File: src/rtl/secmpu_pkg.sv
// Package: shared encodings and constants for the region access checker.
// Assumes 32-bit addresses; the permitted peripheral-control spans are fixed.
package secmpu_pkg;
    localparam int ADDR_W  = 32;
    localparam int DATA_W  = 32;
    localparam int N_PCWIN = 2;
    localparam int N_RGN   = 4;
    localparam int FN_BASE = 2;   // first peripheral-control region index

    typedef enum logic [1:0] {
        KIND_FETCH = 2'd0,
        KIND_READ  = 2'd1,
        KIND_WRITE = 2'd2,
        KIND_READX = 2'd3
    } acc_kind_e;

    localparam logic [2:0] SRC_CPU_D = 3'd0;
    localparam logic [2:0] SRC_CPU_I = 3'd1;
    localparam logic [2:0] SRC_SYS   = 3'd2;

    localparam logic [ADDR_W-1:0] CRYPTO_LO = 32'h400C_0000;
    localparam logic [ADDR_W-1:0] CRYPTO_HI = 32'h400D_FFFF;
    localparam logic [ADDR_W-1:0] FLCTL_LO  = 32'h4010_0000;
    localparam logic [ADDR_W-1:0] FLCTL_HI  = 32'h407F_FFFF;

    // Region coverage per bus source (bit k = region k is checked).
    function automatic logic [N_RGN-1:0] src_cover(input logic [2:0] src);
        case (src)
            SRC_CPU_D: src_cover = 4'b0011;
            SRC_CPU_I: src_cover = 4'b0000;
            SRC_SYS:   src_cover = 4'b1110;
            default:   src_cover = 4'b1111;
        endcase
    endfunction

    // True when [lo,hi] lies wholly inside one permitted control span.
    function automatic logic in_fn_span(input logic [ADDR_W-1:0] lo,
                                        input logic [ADDR_W-1:0] hi);
        in_fn_span = (lo <= hi) &&
                     (((lo >= CRYPTO_LO) && (hi <= CRYPTO_HI)) ||
                      ((lo >= FLCTL_LO)  && (hi <= FLCTL_HI)));
    endfunction
endpackage

File: src/rtl/secmpu_cfg_latch.sv
// Configuration capture: samples the region and window settings on every
// clock while reset is low and holds them afterwards. Peripheral-control
// regions whose bounds leave the permitted spans are stored as disabled.
// Assumes the configuration inputs are stable during the last reset cycle.
module secmpu_cfg_latch #(
    parameter int AW    = secmpu_pkg::ADDR_W,
    parameter int NPC   = secmpu_pkg::N_PCWIN,
    parameter int NRG   = secmpu_pkg::N_RGN,
    parameter int FNIDX = secmpu_pkg::FN_BASE
) (
    input  logic             clk,
    input  logic             rst_n,
    input  logic [NPC*AW-1:0] pc_start_i,
    input  logic [NPC*AW-1:0] pc_end_i,
    input  logic [NPC-1:0]    pc_en_i,
    input  logic [NRG*AW-1:0] rg_start_i,
    input  logic [NRG*AW-1:0] rg_end_i,
    input  logic [NRG-1:0]    rg_en_i,
    output logic [NPC*AW-1:0] pc_start_o,
    output logic [NPC*AW-1:0] pc_end_o,
    output logic [NPC-1:0]    pc_en_o,
    output logic [NRG*AW-1:0] rg_start_o,
    output logic [NRG*AW-1:0] rg_end_o,
    output logic [NRG-1:0]    rg_en_o
);
    logic [NRG-1:0] rg_en_ok;

    // Qualify each region enable; control regions must respect their span.
    for (genvar g = 0; g < NRG; g++) begin : g_qual
        if (g >= FNIDX) begin : g_fn
            assign rg_en_ok[g] = rg_en_i[g] &&
                secmpu_pkg::in_fn_span(rg_start_i[g*AW +: AW], rg_end_i[g*AW +: AW]);
        end else begin : g_mem
            assign rg_en_ok[g] = rg_en_i[g];
        end
    end

    // Capture while in reset, hold once released.
    always_ff @(posedge clk) begin
        if (!rst_n) begin
            pc_start_o <= pc_start_i;
            pc_end_o   <= pc_end_i;
            pc_en_o    <= pc_en_i;
            rg_start_o <= rg_start_i;
            rg_end_o   <= rg_end_i;
            rg_en_o    <= rg_en_ok;
        end
    end


    cfg_frozen_chk: assert property (@(posedge clk) disable iff (!rst_n)
        $past(rst_n) |-> ($stable(rg_en_o) && $stable(pc_en_o) &&
                          $stable(rg_start_o) && $stable(rg_end_o) &&
                          $stable(pc_start_o) && $stable(pc_end_o)));

    fn_span_chk: assert property (@(posedge clk) disable iff (!rst_n)
        (rg_en_o[FNIDX] |-> secmpu_pkg::in_fn_span(rg_start_o[FNIDX*AW +: AW],
                                                  rg_end_o[FNIDX*AW +: AW])));
endmodule

File: src/rtl/secmpu_range_match.sv
// Inclusive range matcher: one comparator pair per entry, gated by enable.
// Assumes start/end are unsigned; an empty range (start > end) never hits.
module secmpu_range_match #(
    parameter int AW = secmpu_pkg::ADDR_W,
    parameter int N  = 4
) (
    input  logic [N*AW-1:0] start_i,
    input  logic [N*AW-1:0] end_i,
    input  logic [N-1:0]    en_i,
    input  logic [AW-1:0]   probe_i,
    output logic [N-1:0]    hit_o
);
    // One comparator pair per entry.
    for (genvar g = 0; g < N; g++) begin : g_cmp
        assign hit_o[g] = en_i[g] &&
                          (probe_i >= start_i[g*AW +: AW]) &&
                          (probe_i <= end_i[g*AW +: AW]);
    end
endmodule

File: src/rtl/secmpu_gate.sv
// Region access checker top: classifies the requester as trusted from its
// program counter, matches the address against the protected regions that
// its bus source is subject to, and registers a grant/violation verdict.
// Assumes read data arrives one cycle after the request, aligned with the
// registered verdict, and that writes are committed from wr_en_o.
module secmpu_gate #(
    parameter int AW  = secmpu_pkg::ADDR_W,
    parameter int DW  = secmpu_pkg::DATA_W,
    parameter int NPC = secmpu_pkg::N_PCWIN,
    parameter int NRG = secmpu_pkg::N_RGN
) (
    input  logic              clk,
    input  logic              rst_n,
    input  logic [NPC*AW-1:0] cfg_pc_start_i,
    input  logic [NPC*AW-1:0] cfg_pc_end_i,
    input  logic [NPC-1:0]    cfg_pc_en_i,
    input  logic [NRG*AW-1:0] cfg_rg_start_i,
    input  logic [NRG*AW-1:0] cfg_rg_end_i,
    input  logic [NRG-1:0]    cfg_rg_en_i,
    input  logic              req_valid_i,
    input  logic [AW-1:0]     req_pc_i,
    input  logic [AW-1:0]     req_addr_i,
    input  logic [1:0]        req_kind_i,
    input  logic [2:0]        req_src_i,
    input  logic [DW-1:0]     rd_data_i,
    output logic              grant_o,
    output logic              viol_o,
    output logic              wr_en_o,
    output logic [DW-1:0]     rd_data_o
);
    import secmpu_pkg::*;

    logic [NPC*AW-1:0] pc_start_q, pc_end_q;
    logic [NPC-1:0]    pc_en_q;
    logic [NRG*AW-1:0] rg_start_q, rg_end_q;
    logic [NRG-1:0]    rg_en_q;
    logic [NPC-1:0]    pc_hit;
    logic [NRG-1:0]    rg_hit;
    logic              trusted, bypass, allow, is_wr, is_rd;
    logic              rd_pass_q;

    secmpu_cfg_latch #(.AW(AW), .NPC(NPC), .NRG(NRG), .FNIDX(FN_BASE)) i_cfg (
        .clk        (clk),
        .rst_n      (rst_n),
        .pc_start_i (cfg_pc_start_i),
        .pc_end_i   (cfg_pc_end_i),
        .pc_en_i    (cfg_pc_en_i),
        .rg_start_i (cfg_rg_start_i),
        .rg_end_i   (cfg_rg_end_i),
        .rg_en_i    (cfg_rg_en_i),
        .pc_start_o (pc_start_q),
        .pc_end_o   (pc_end_q),
        .pc_en_o    (pc_en_q),
        .rg_start_o (rg_start_q),
        .rg_end_o   (rg_end_q),
        .rg_en_o    (rg_en_q)
    );

    secmpu_range_match #(.AW(AW), .N(NPC)) i_pcwin (
        .start_i (pc_start_q),
        .end_i   (pc_end_q),
        .en_i    (pc_en_q),
        .probe_i (req_pc_i),
        .hit_o   (pc_hit)
    );

    secmpu_range_match #(.AW(AW), .N(NRG)) i_rgn (
        .start_i (rg_start_q),
        .end_i   (rg_end_q),
        .en_i    (rg_en_q),
        .probe_i (req_addr_i),
        .hit_o   (rg_hit)
    );

    // Verdict: fetches and instruction bus pass, trusted CPU data passes,
    // otherwise any hit on a region covered for this source is refused.
    always_comb begin
        trusted = (req_src_i == SRC_CPU_D) && (|pc_hit);
        bypass  = (req_kind_i == KIND_FETCH) || (req_src_i == SRC_CPU_I);
        allow   = bypass || trusted || ~|(rg_hit & src_cover(req_src_i));
        is_wr   = (req_kind_i == KIND_WRITE);
        is_rd   = (req_kind_i == KIND_READ) || (req_kind_i == KIND_READX);
    end

    // Register the verdict and the write/read release.
    always_ff @(posedge clk) begin
        if (!rst_n) begin
            grant_o   <= 1'b0;
            viol_o    <= 1'b0;
            wr_en_o   <= 1'b0;
            rd_pass_q <= 1'b0;
        end else begin
            grant_o   <= req_valid_i && allow;
            viol_o    <= req_valid_i && !allow;
            wr_en_o   <= req_valid_i && allow && is_wr;
            rd_pass_q <= req_valid_i && allow && is_rd;
        end
    end

    // Return data only for a granted read.
    assign rd_data_o = rd_pass_q ? rd_data_i : '0;


    fetch_bypass_chk: assert property (@(posedge clk) disable iff (!rst_n)
        (req_valid_i && (req_kind_i == KIND_FETCH || req_src_i == SRC_CPU_I)) |=> grant_o);

    verdict_excl_chk: assert property (@(posedge clk) disable iff (!rst_n)
        !(grant_o && viol_o));

    denied_rd_zero_chk: assert property (@(posedge clk) disable iff (!rst_n)
        viol_o |-> (rd_data_o == '0));

    wr_needs_grant_chk: assert property (@(posedge clk) disable iff (!rst_n)
        wr_en_o |-> grant_o);

    idle_quiet_chk: assert property (@(posedge clk) disable iff (!rst_n)
        !req_valid_i |=> (!grant_o && !viol_o && !wr_en_o));

    trusted_cpu_chk: assert property (@(posedge clk) disable iff (!rst_n)
        (req_valid_i && req_src_i == SRC_CPU_D && (|pc_hit)) |=> grant_o);
endmodule

File: config.mk
export PLATFORM = sky130hd
export DESIGN_NAME = secmpu_gate
export DESIGN_NICKNAME = d
export VERILOG_FILES = /design/src/rtl/secmpu_pkg.sv /design/src/rtl/secmpu_cfg_latch.sv /design/src/rtl/secmpu_range_match.sv /design/src/rtl/secmpu_gate.sv
export SDC_FILE = /design/constraint.sdc
export NUM_CORES = 1
export LEC_CHECK = 0
export CORE_MARGIN = 2
export CORE_UTILIZATION = 54
export CTS_CLUSTER_SIZE = 8
export DETAILED_ROUTE_END_ITERATION = 7
export DONT_BUFFER_PORTS = 1
export GPL_ROUTABILITY_DRIVEN = 1
export MAX_ROUTING_LAYER = met4
export PLACE_DENSITY = 0.78
export REMOVE_ABC_BUFFERS = 1
export SYNTH_ARGS = -nofsm -noshare
export SYNTH_HDL_FRONTEND = slang
export SYNTH_SLANG_ARGS = --single-unit
File: constraint.sdc
create_clock -name clk -period 26.5 [get_ports clk]
set_input_delay 3.975 -clock clk [delete_from_list [all_inputs] [get_ports clk]]
set_output_delay 3.975 -clock clk [all_outputs]
set_load 0.01 [all_outputs]
==> results of run 1 <==
## metrics by stage
step | setup WS, ps | power, mW | hold slack (ps) | cell area [um2]
5_1_grt | 18330 | 1.68 | 1270 | 25800
3_5_place_dp | 18330 | 0.978 | 1190 | 24200
2_1_floorplan | 14280 | 0.926 | 866 | 23400
3_3_place_gp | 18330 | 0.959 | 1130 | 24200
4_1_cts | 18330 | 1.62 | 1200 | 25700
6_report | 18350 | 1.61 | 1170 | 25800
## registers in the layout (all words and copies together), names as in the netlist
name / cells
rd_pass_q: 1
i_cfg.pc_en_o: 2
viol_o: 1
i_cfg.pc_start_o: 64
i_cfg.rg_en_o: 4
i_cfg.rg_start_o: 128
grant_o: 1
i_cfg.rg_end_o: 128
wr_en_o: 1
i_cfg.pc_end_o: 64
## synthesized netlist by cell type (9+ instances only)
cell	instances
edfxtp_1	390
a21o_1	39
inv_1	447
nor2_1	64
a211oi_1	23
nand3_1	36
o211ai_1	12
nand2_1	105
a21oi_1	175
o21ai_0	78
nor3_1	19
nor4_1	17
and4_1	12
ha_1	448
nand4_1	68
nor2b_1	13
a221oi_1	9
and2_1	34
## cell type report
cell class,count,area [um2],area share
clock inverters,3,27.5,0.00107
well taps,585,732,0.0283
flip-flops and latches,394,11800,0.456
multi-input cells,1229,9970,0.386
inverters,447,1690,0.0652
diodes,48,120,0.00465
repair buffers,2,27.5,0.00107
clock buffers,71,1480,0.0572
## cells by family after synthesis
group,synth area share
fa+ha+maj,0.239
simple gates,0.0865
xor+xnor,0.000374
flops,0.503
buf+inv,0.0720
compound gates,0.0993
## worst max-delay path by stage
stage | startpoint | end | slack, ps | depth (start not counted)
after CTS | rd_data_i[18] | rd_data_o[18] | 18330 | 1
final | rd_data_i[18] | rd_data_o[18] | 18350 | 1
after global placement | rd_data_i[18] | rd_data_o[18] | 18330 | 1
after global routing | rd_data_i[18] | rd_data_o[18] | 18330 | 1
after detailed placement | rd_data_i[18] | rd_data_o[18] | 18330 | 1
after floorplan | rst_n | i_cfg.pc_en_o[0] | 14280 | 1
## where the power goes
part	switching (mW)	internal, mW
sequential	0.0146	0.742
combinational	0.126	0.0873
clock	0.258	0.382
## per-layer routing
| metal | part of all wire | up-vias |
|---|---|---|
| li1 | - | 7624 |
| met5 | 0 | - |
| met4 | 0.056 | 0 |
| met3 | 0.095 | 210 |
| met2 | 0.46 | 810 |
| met1 | 0.39 | 7726 |
==> impl_metrics.json, run 1 <==
{
  "dp.cells": 2657,
  "die_area_um2": 45100,
  "hpwl_um": 50300,
  "instances_no_fill": 2779,
  "hold_viol": 0,
  "slowest_delay_ps": 200,
  "cts-root-buf": "clkbuf_16",
  "dieHeight_um": 212,
  "critPathLaunchType": "input port",
  "cts_setup_buffers": 0,
  "synth_flop_cell": "edfxtp_1",
  "drv_slew": 0,
  "fillers": 3408,
  "insertion_delay_ps": 610,
  "finalWirelength_um": 63600,
  "cts_buffer_depth": 3,
  "grt_usage": 0.287,
  "worstRegToRegCells": 10,
  "syn-instance-count": 2073,
  "crit_type": "in -> out",
  "synth_top_area_frac": 0.499,
  "end_kind": "output pin",
  "status": "finished, violations left",
  "required_ps": 22520,
  "port_buffers": 0,
  "tightest_slew_ps": 1170,
  "synth.distinct_cells": 56,
  "dieWidth_um": 212,
  "drc_errors": 0,
  "vias_per_cell": 5.89,
  "path_clk_slew_ps": 50,
  "rsz0062_at_grt": "false",
  "relSlewSlack": 0.218,
  "vias": 16400,
  "area_growth_pct": 10.2,
  "globalRouteMet1Util": 0.337,
  "yosys_warnings": 0,
  "synth-async-reset-ratio": 0,
  "layout_common_cells": "448 x ha_1, 446 x inv_1, 390 x edfxtp_1",
  "rows": 76,
  "cts_hold_buf": 0,
  "violations": "antenna violations",
  "cts_resized": 0,
  "rr_endpoint": "viol_o",
  "cts_tree": "built",
  "crit_family": "simple AND/OR/NAND/NOR gates",
  "cts_max_level": 2,
  "postRouteAntennaNets": 1,
  "fin_tns_setup_ps": 0,
  "ys_seq_area_frac": 0.503,
  "top_usage_layer": "met2",
  "crit_path_cell_trace": "and2_1",
  "ff2ff_setup_slack_ps": 23370,
  "critPathBufInv": 0,
  "grt_pass1_wl_um": 92800,
  "nets": 3071,
  "gp_congestion": 0.941,
  "layout-drive-gt1-share": 0.0303,
  "synth_area_leaders": "edfxtp_1 50%, ha_1 24%, inv_1 7.2%, a21oi_1 3.7%, nand4_1 1.8%",
  "core_um2": 43000,
  "clock-sinks": 394,
  "drtPass1Iterations": 8,
  "syn_avg_cell_area_um2": 11.3,
  "layout.cells.most_common": "ha_1",
  "r2r_start": "i_cfg.rg_end_o[126]",
  "critical_path.max_fanout": 1,
  "final_util": 0.601,
  "p_per_area_nw_per_um2": 62.3,
  "drt_iter0_drc": 1203,
  "hold_path_class": "reg -> reg",
  "peakVddDrop_mv": 0.0530,
  "synth-seq-cells": 394,
  "worstPathArrival_ps": 4180,
  "grt_max_degree": 176,
  "synth-edff-count": 390,
  "gr-usage-met3": 0.0798,
  "power.leakage_nw": 11.9,
  "finalCritPeriodShare": 0.308,
  "hp-start": "i_cfg.rg_en_o[1]",
  "synth.cell_area_um2": 23500,
  "cap_violations": 0,
  "antenna_found_initial": 45,
  "first_global_vias": 16500,
  "critical-path-slowest-cell": "and2_1",
  "min_to": "rd_pass_q",
  "setup-violations-final": 0,
  "grtUsageMet2": 0.446,
  "min_period_ps": 8150,
  "synth_area_leader_cell": "edfxtp_1",
  "min_path_cells": 6,
  "cts_buffers": 55,
  "initial_core_util": 0.546,
  "max_freq_ghz": 0.123,
  "grt-ovfl-total": 0,
  "wl_per_cell_um": 22.9,
  "worst_clock_skew_ps": 19.8,
  "io_pins": 529
}
Power figures use the tool's default switching activity.
==> run 2, diff against run 1 <==
--- a/config.mk
+++ b/config.mk
@@ -12,7 +12,7 @@
 export DONT_BUFFER_PORTS = 1
 export GPL_ROUTABILITY_DRIVEN = 1
 export MAX_ROUTING_LAYER = met4
-export PLACE_DENSITY = 0.78
+export PLACE_DENSITY = 0.81
 export REMOVE_ABC_BUFFERS = 1
 export SYNTH_ARGS = -nofsm -noshare
 export SYNTH_HDL_FRONTEND = slang
==> constraint.sdc (replaced) <==
create_clock -name clk -period 7.4 [get_ports clk]
set_input_delay 1.11 -clock clk [delete_from_list [all_inputs] [get_ports clk]]
set_output_delay 1.11 -clock clk [all_outputs]
set_load 0.01 [all_outputs]
==> run 2 against run 1 <==
  * The run now ends clean
  * Clock power increased to 3.5 times the previous value
  * Sequential share of layout area about the same
  * Clock skew increased by 2.4 ps
  * Via count increased by 1.1%
  * Combinational power increased to 3.6 times the previous value
  * Global-route usage increased by 0.12 points
  * Worst setup slack got worse by 14000 ps
  * Sequential cell count unchanged
  * Total power increased to 3.6 times the previous value
  * Critical path type is now in -> reg
  * Highest routed layer unchanged
==> impl_metrics.json, run 2 (synthesized netlist as in run 1, its figures left out) <==
{
  "sequentialPowerShare": 0.472,
  "insertion_delay_ps": 600,
  "cts_resized": 0,
  "die_area_um2": 45100,
  "gp_congestion": 0.939,
  "crit_type": "in -> reg",
  "dieWidth_um": 212,
  "cts_buffers": 55,
  "drt_iter0_drc": 1244,
  "grt_max_degree": 200,
  "min_period_ps": 3150,
  "rsz0062_at_grt": "false",
  "min_path_cells": 1,
  "max_freq_ghz": 0.317,
  "p_clk_frac": 0.393,
  "finalCritPeriodShare": 0.426,
  "grt-ovfl-total": 0,
  "instances_no_fill": 2794,
  "power.share.combinational": 0.134,
  "vias": 16500,
  "dp.cells": 2657,
  "end_kind": "flop",
  "top_regs": "i_cfg.rg_end_o (128), i_cfg.rg_start_o (128)",
  "p_int_mw": 4.31,
  "p_per_area_nw_per_um2": 223,
  "whs_ps": 602,
  "required_ps": 7880,
  "hold_path_class": "in -> reg",
  "final_util": 0.601,
  "fillers": 3403,
  "vias_per_cell": 5.92,
  "first_global_vias": 16300,
  "finalWirelength_um": 64600,
  "hpwl_um": 50600,
  "drc_errors": 0,
  "critical_path.max_fanout": 4,
  "register_area_um2": 11800,
  "hold_viol": 0,
  "cap_violations": 0,
  "power.leakage_nw": 11.9,
  "cts_hold_buf": 0,
  "drtPass1Iterations": 7,
  "io_pins": 529,
  "rows": 76,
  "layout-drive-gt1-share": 0.0293,
  "grt_pass1_wl_um": 93000,
  "cts_max_level": 2,
  "tightest_slew_ps": 1110,
  "cts_tree": "built",
  "layout.cells.most_common": "ha_1",
  "initial_core_util": 0.546,
  "cts_setup_buffers": 0,
  "clock-sinks": 394,
  "setup-violations-final": 0,
  "post_dp_cell_area_um2": 24200,
  "path_clk_slew_ps": 50,
  "port_buffers": 0,
  "wl_per_cell_um": 23.1,
  "drv_slew": 0,
  "core_um2": 43000,
  "worstPathArrival_ps": 3630,
  "nets": 3071,
  "worstRegToRegCells": 10,
  "critPathLaunchType": "input port",
  "cts-root-buf": "clkbuf_16",
  "postRouteAntennaNets": 0,
  "multiInputGateArea_um2": 9970,
  "design_area_um2": 25800,
  "p_sw_mw": 1.44,
  "worst_clock_skew_ps": 22.2,
  "fin_tns_setup_ps": 0,
  "status": "complete, no violations",
  "dieHeight_um": 212,
  "layout_common_cells": "448 x ha_1, 446 x inv_1, 390 x edfxtp_1",
  "antenna_found_initial": 57,
  "relSlewSlack": 0.258,
  "peakVddDrop_mv": 0.196,
  "grt_usage": 0.288,
  "area_growth_pct": 10.1,
  "cts_buffer_depth": 3,
  "switching_share": 0.251
}
[run 2: changes by cell type in the layout (fill, tap and decap cells not counted), sizes merged]
cell,previous run,this run
clkbuf,71,77
clkinv,2,0
diode,48,59
[run 2: routing by layer]
metal / wire (um) / part of all wire / global-route usage
met3: 6960 / 0.11 / 0.0982
met4: 3390 / 0.053 / 0.174
met2: 29600 / 0.46 / 0.432
met1: 24700 / 0.38 / 0.336
met5: 0 / 0 / -
[run 2: worst paths after layout]
check	startpoint	endpoint	slack (ps)
min reg2reg	i_cfg.rg_en_o[1]	grant_o	1120
max reg2reg	i_cfg.pc_end_o[46]	wr_en_o	4380
max	req_pc_i[14]	wr_en_o	4250
min	req_kind_i[0]	wr_en_o	600
[run 2: power by group through the flow]
stage / clock network [mW] / logic [mW] / registers (mW)
after detailed placement: 0 / 0.754 / 2.76
after CTS: 2.28 / 0.765 / 2.71
after floorplan: 0 / 0.553 / 2.76
after global placement: 0 / 0.697 / 2.75
after global routing: 2.36 / 0.889 / 2.73
final: 2.26 / 0.772 / 2.71
[run 2: cell type report]
class / instances / share of cell area
Antenna cell: 59 / 0.00572
Tap cell: 585 / 0.0283
Clock inverter: 1 / 0.000339
Timing Repair Buffer: 2 / 0.00107
Multi-Input combinational cell: 1229 / 0.386
Inverter: 447 / 0.0653
Sequential cell: 394 / 0.457
Clock buffer: 77 / 0.0565
[run 2: worst max-delay path: stages]
cell       delay [ps]
ha_1              320
nand4_1           190
nor2_1             80
o2bb2ai_1         180
a2111oi_0         670
o221ai_1          230
a211o_1           320
o41a_1            160
a2111oi_2         360
[run 2: per-stage QoR]
stage / power (mW) / setup slack, ps
after floorplan: 3.32 / -1950
after global placement: 3.45 / 3760
after detailed placement: 3.51 / 3680
after CTS: 5.76 / 4300
after global routing: 5.98 / 4160
final: 5.75 / 4250
==> run 3, diff against run 2 <==
==> constraint.sdc (replaced) <==
create_clock -name clk -period 2.7 [get_ports clk]
set_input_delay 0.405 -clock clk [delete_from_list [all_inputs] [get_ports clk]]
set_output_delay 0.405 -clock clk [all_outputs]
set_load 0.01 [all_outputs]
==> run 3 against run 2 <==
  * The run now ends with negative setup slack left
  * Critical path depth up 1
  * Via count up 17%
  * Die area did not move
  * Critical path type is now reg -> reg
  * Highest routed layer unchanged
==> impl_metrics.json, run 3 (synthesized netlist as in run 1, its figures left out) <==
{
  "status": "finished, violations left",
  "violations": "negative setup slack",
  "cts_tree": "built",
  "layout.cells.most_common": "inv_1",
  "finalWirelength_um": 79300,
  "hpwl_um": 52200,
  "hold_path_class": "in -> reg",
  "clock-sinks": 394,
  "drv_slew": 0,
  "drt_iter0_drc": 1923,
  "crit_type": "reg -> reg",
  "end_kind": "flop",
  "drtPass1Iterations": 5,
  "insertion_delay_ps": 620,
  "cts_buffers": 55,
  "p_per_area_nw_per_um2": 555,
  "critical_path.max_fanout": 4,
  "slowest_delay_ps": 380,
  "path_clk_slew_ps": 50,
  "grt_max_degree": 72,
  "power.leakage_nw": 13.7,
  "wl_per_cell_um": 24.9,
  "grt_usage": 0.353,
  "finalCritPeriodShare": 1.04,
  "peakVddDrop_mv": 0.601,
  "crit_family": "compound AO/OA/AOI/OAI gates",
  "postRouteAntennaNets": 0,
  "min_period_ps": 2800,
  "rows": 76,
  "cap_violations": 0,
  "worst-path-stages": 10,
  "cts_buffer_depth": 3,
  "cts-root-buf": "clkbuf_16",
  "antenna_found_initial": 30,
  "relSlewSlack": 0.570,
  "critPathBufInv": 1,
  "max_freq_ghz": 0.357,
  "layout-drive-gt1-share": 0.0421,
  "cpMostUsedCell": "a21oi_1",
  "first_global_vias": 20300,
  "setup_ws_ps": -100,
  "instances_no_fill": 3183,
  "hold_viol": 0,
  "io_pins": 529,
  "drc_errors": 0,
  "min_path_cells": 2,
  "tightest_slew_ps": 641,
  "top_regs": "i_cfg.rg_end_o (128), i_cfg.rg_start_o (128)",
  "dieHeight_um": 212,
  "nets": 3491,
  "critical-path-slowest-cell": "edfxtp_1",
  "dp.cells": 2682,
  "initial_core_util": 0.546,
  "crit_path_cell_trace": "inv_1 -> ha_1 -> and2_0 -> a221o_1 -> a21oi_1 -> o211ai_1 -> a21oi_1 -> o32a_1 -> o211ai_4 -> a2111oi_2",
  "cts_max_level": 2,
  "area_growth_pct": 28.3,
  "worst_clock_skew_ps": 22.1,
  "total_power_mw": 16.7,
  "layout_common_cells": "445 x inv_1, 443 x ha_1, 392 x dlygate4sd3_1",
  "grt-ovfl-total": 0,
  "critPathLaunchType": "flop",
  "vias": 19300,
  "vias_per_cell": 6.08,
  "rsz0062_at_grt": "true",
  "gp_congestion": 0.967,
  "dieWidth_um": 212,
  "required_ps": 3180,
  "setup-violations-final": 3,
  "die_area_um2": 45100,
  "core_um2": 43000,
  "worstRegToRegCells": 10,
  "grt_pass1_wl_um": 115000,
  "port_buffers": 0,
  "worstPathArrival_ps": 3280
}
[run 3: cell types whose count changed in the layout (fill, tap and decap cells not counted), moves of 3 or more]
cell           previous run  this run
dlygate4sd3_1             0       392
buf_4                     1        26
diode_2                  59        34
clkbuf_1                 22        12
ha_1                    448       443
ha_4                      0         5
a2111oi_0                 6         3
buf_12                    1         4
o21ai_0                  78        75
o21ai_1                   0         3
[run 3: area by class of cell]
| cell class | count | area, um2 |
|---|---|---|
| inverters | 447 | 1690 |
| clock inverters | 4 | 33.8 |
| multi-input cells | 1229 | 10100 |
| repair buffers | 422 | 4200 |
| well taps | 585 | 732 |
| flip-flops and latches | 394 | 11800 |
| diodes | 34 | 85.1 |
| clock buffers | 68 | 1450 |
| fillers | 2716 | 12900 |
[run 3: metal layers]
metal	up-vias	part of all wire	GRT usage
met5	-	0	-
met4	0	0.074	0.224
met3	450	0.10	0.0900
met2	1401	0.47	0.562
met1	9042	0.36	0.397
li1	8446	-	-
[run 3: worst reg2reg max path: stages, from the launching register on]
cell and delay, ps:
edfxtp_1 380, inv_1 100, ha_1 270, and2_0 200
a221o_1 300, a21oi_1 260, o211ai_1 230, a21oi_1 180
o32a_1 280, o211ai_4 130, a2111oi_2 360
[run 3: what timing repair did]
item	CTS	global route
pin swaps	3	5
gates resized for setup	4	19
buffers inserted	1	2
endpoints found under the hold margin	391	0
hold buffers	392	0
endpoints found under the setup margin	4	4
[run 3: per-stage QoR]
stage / cell area [um2] / TNS, ps / util / setup slack (ps) / hold slack, ps
global route: 30100 / -236 / 0.700 / -83.2 / 48.9
CTS: 29900 / 0 / 0.695 / 5.13 / 38.3
floorplan: 23400 / -2318730 / - / -5950 / 481
global placement: 24400 / -196 / 0.568 / -62.1 / 482
detailed placement: 24400 / -454 / 0.568 / -181 / 489
finish: 30100 / -118 / 0.700 / -100 / 63.2
[run 3: final timing paths]
path / startpoint / to / slack [ps]
worst max-delay path: i_cfg.rg_start_o[123] / wr_en_o / -100
worst min-delay path: cfg_rg_en_i[2] / i_cfg.rg_en_o[2] / 60
worst max register to register: i_cfg.rg_start_o[123] / wr_en_o / -100
worst min register to register: i_cfg.rg_en_o[1] / grant_o / 1130
[run 3: power by group]
part / leakage [nW] / switching (mW) / total [mW] / internal (mW)
clock: 0.721 / 2.66 / 6.34 / 3.68
combinational: 9.13 / 1.57 / 2.90 / 1.33
sequential: 3.85 / 0.166 / 7.44 / 7.27
total: 13.7 / 4.40 / 16.7 / 12.3
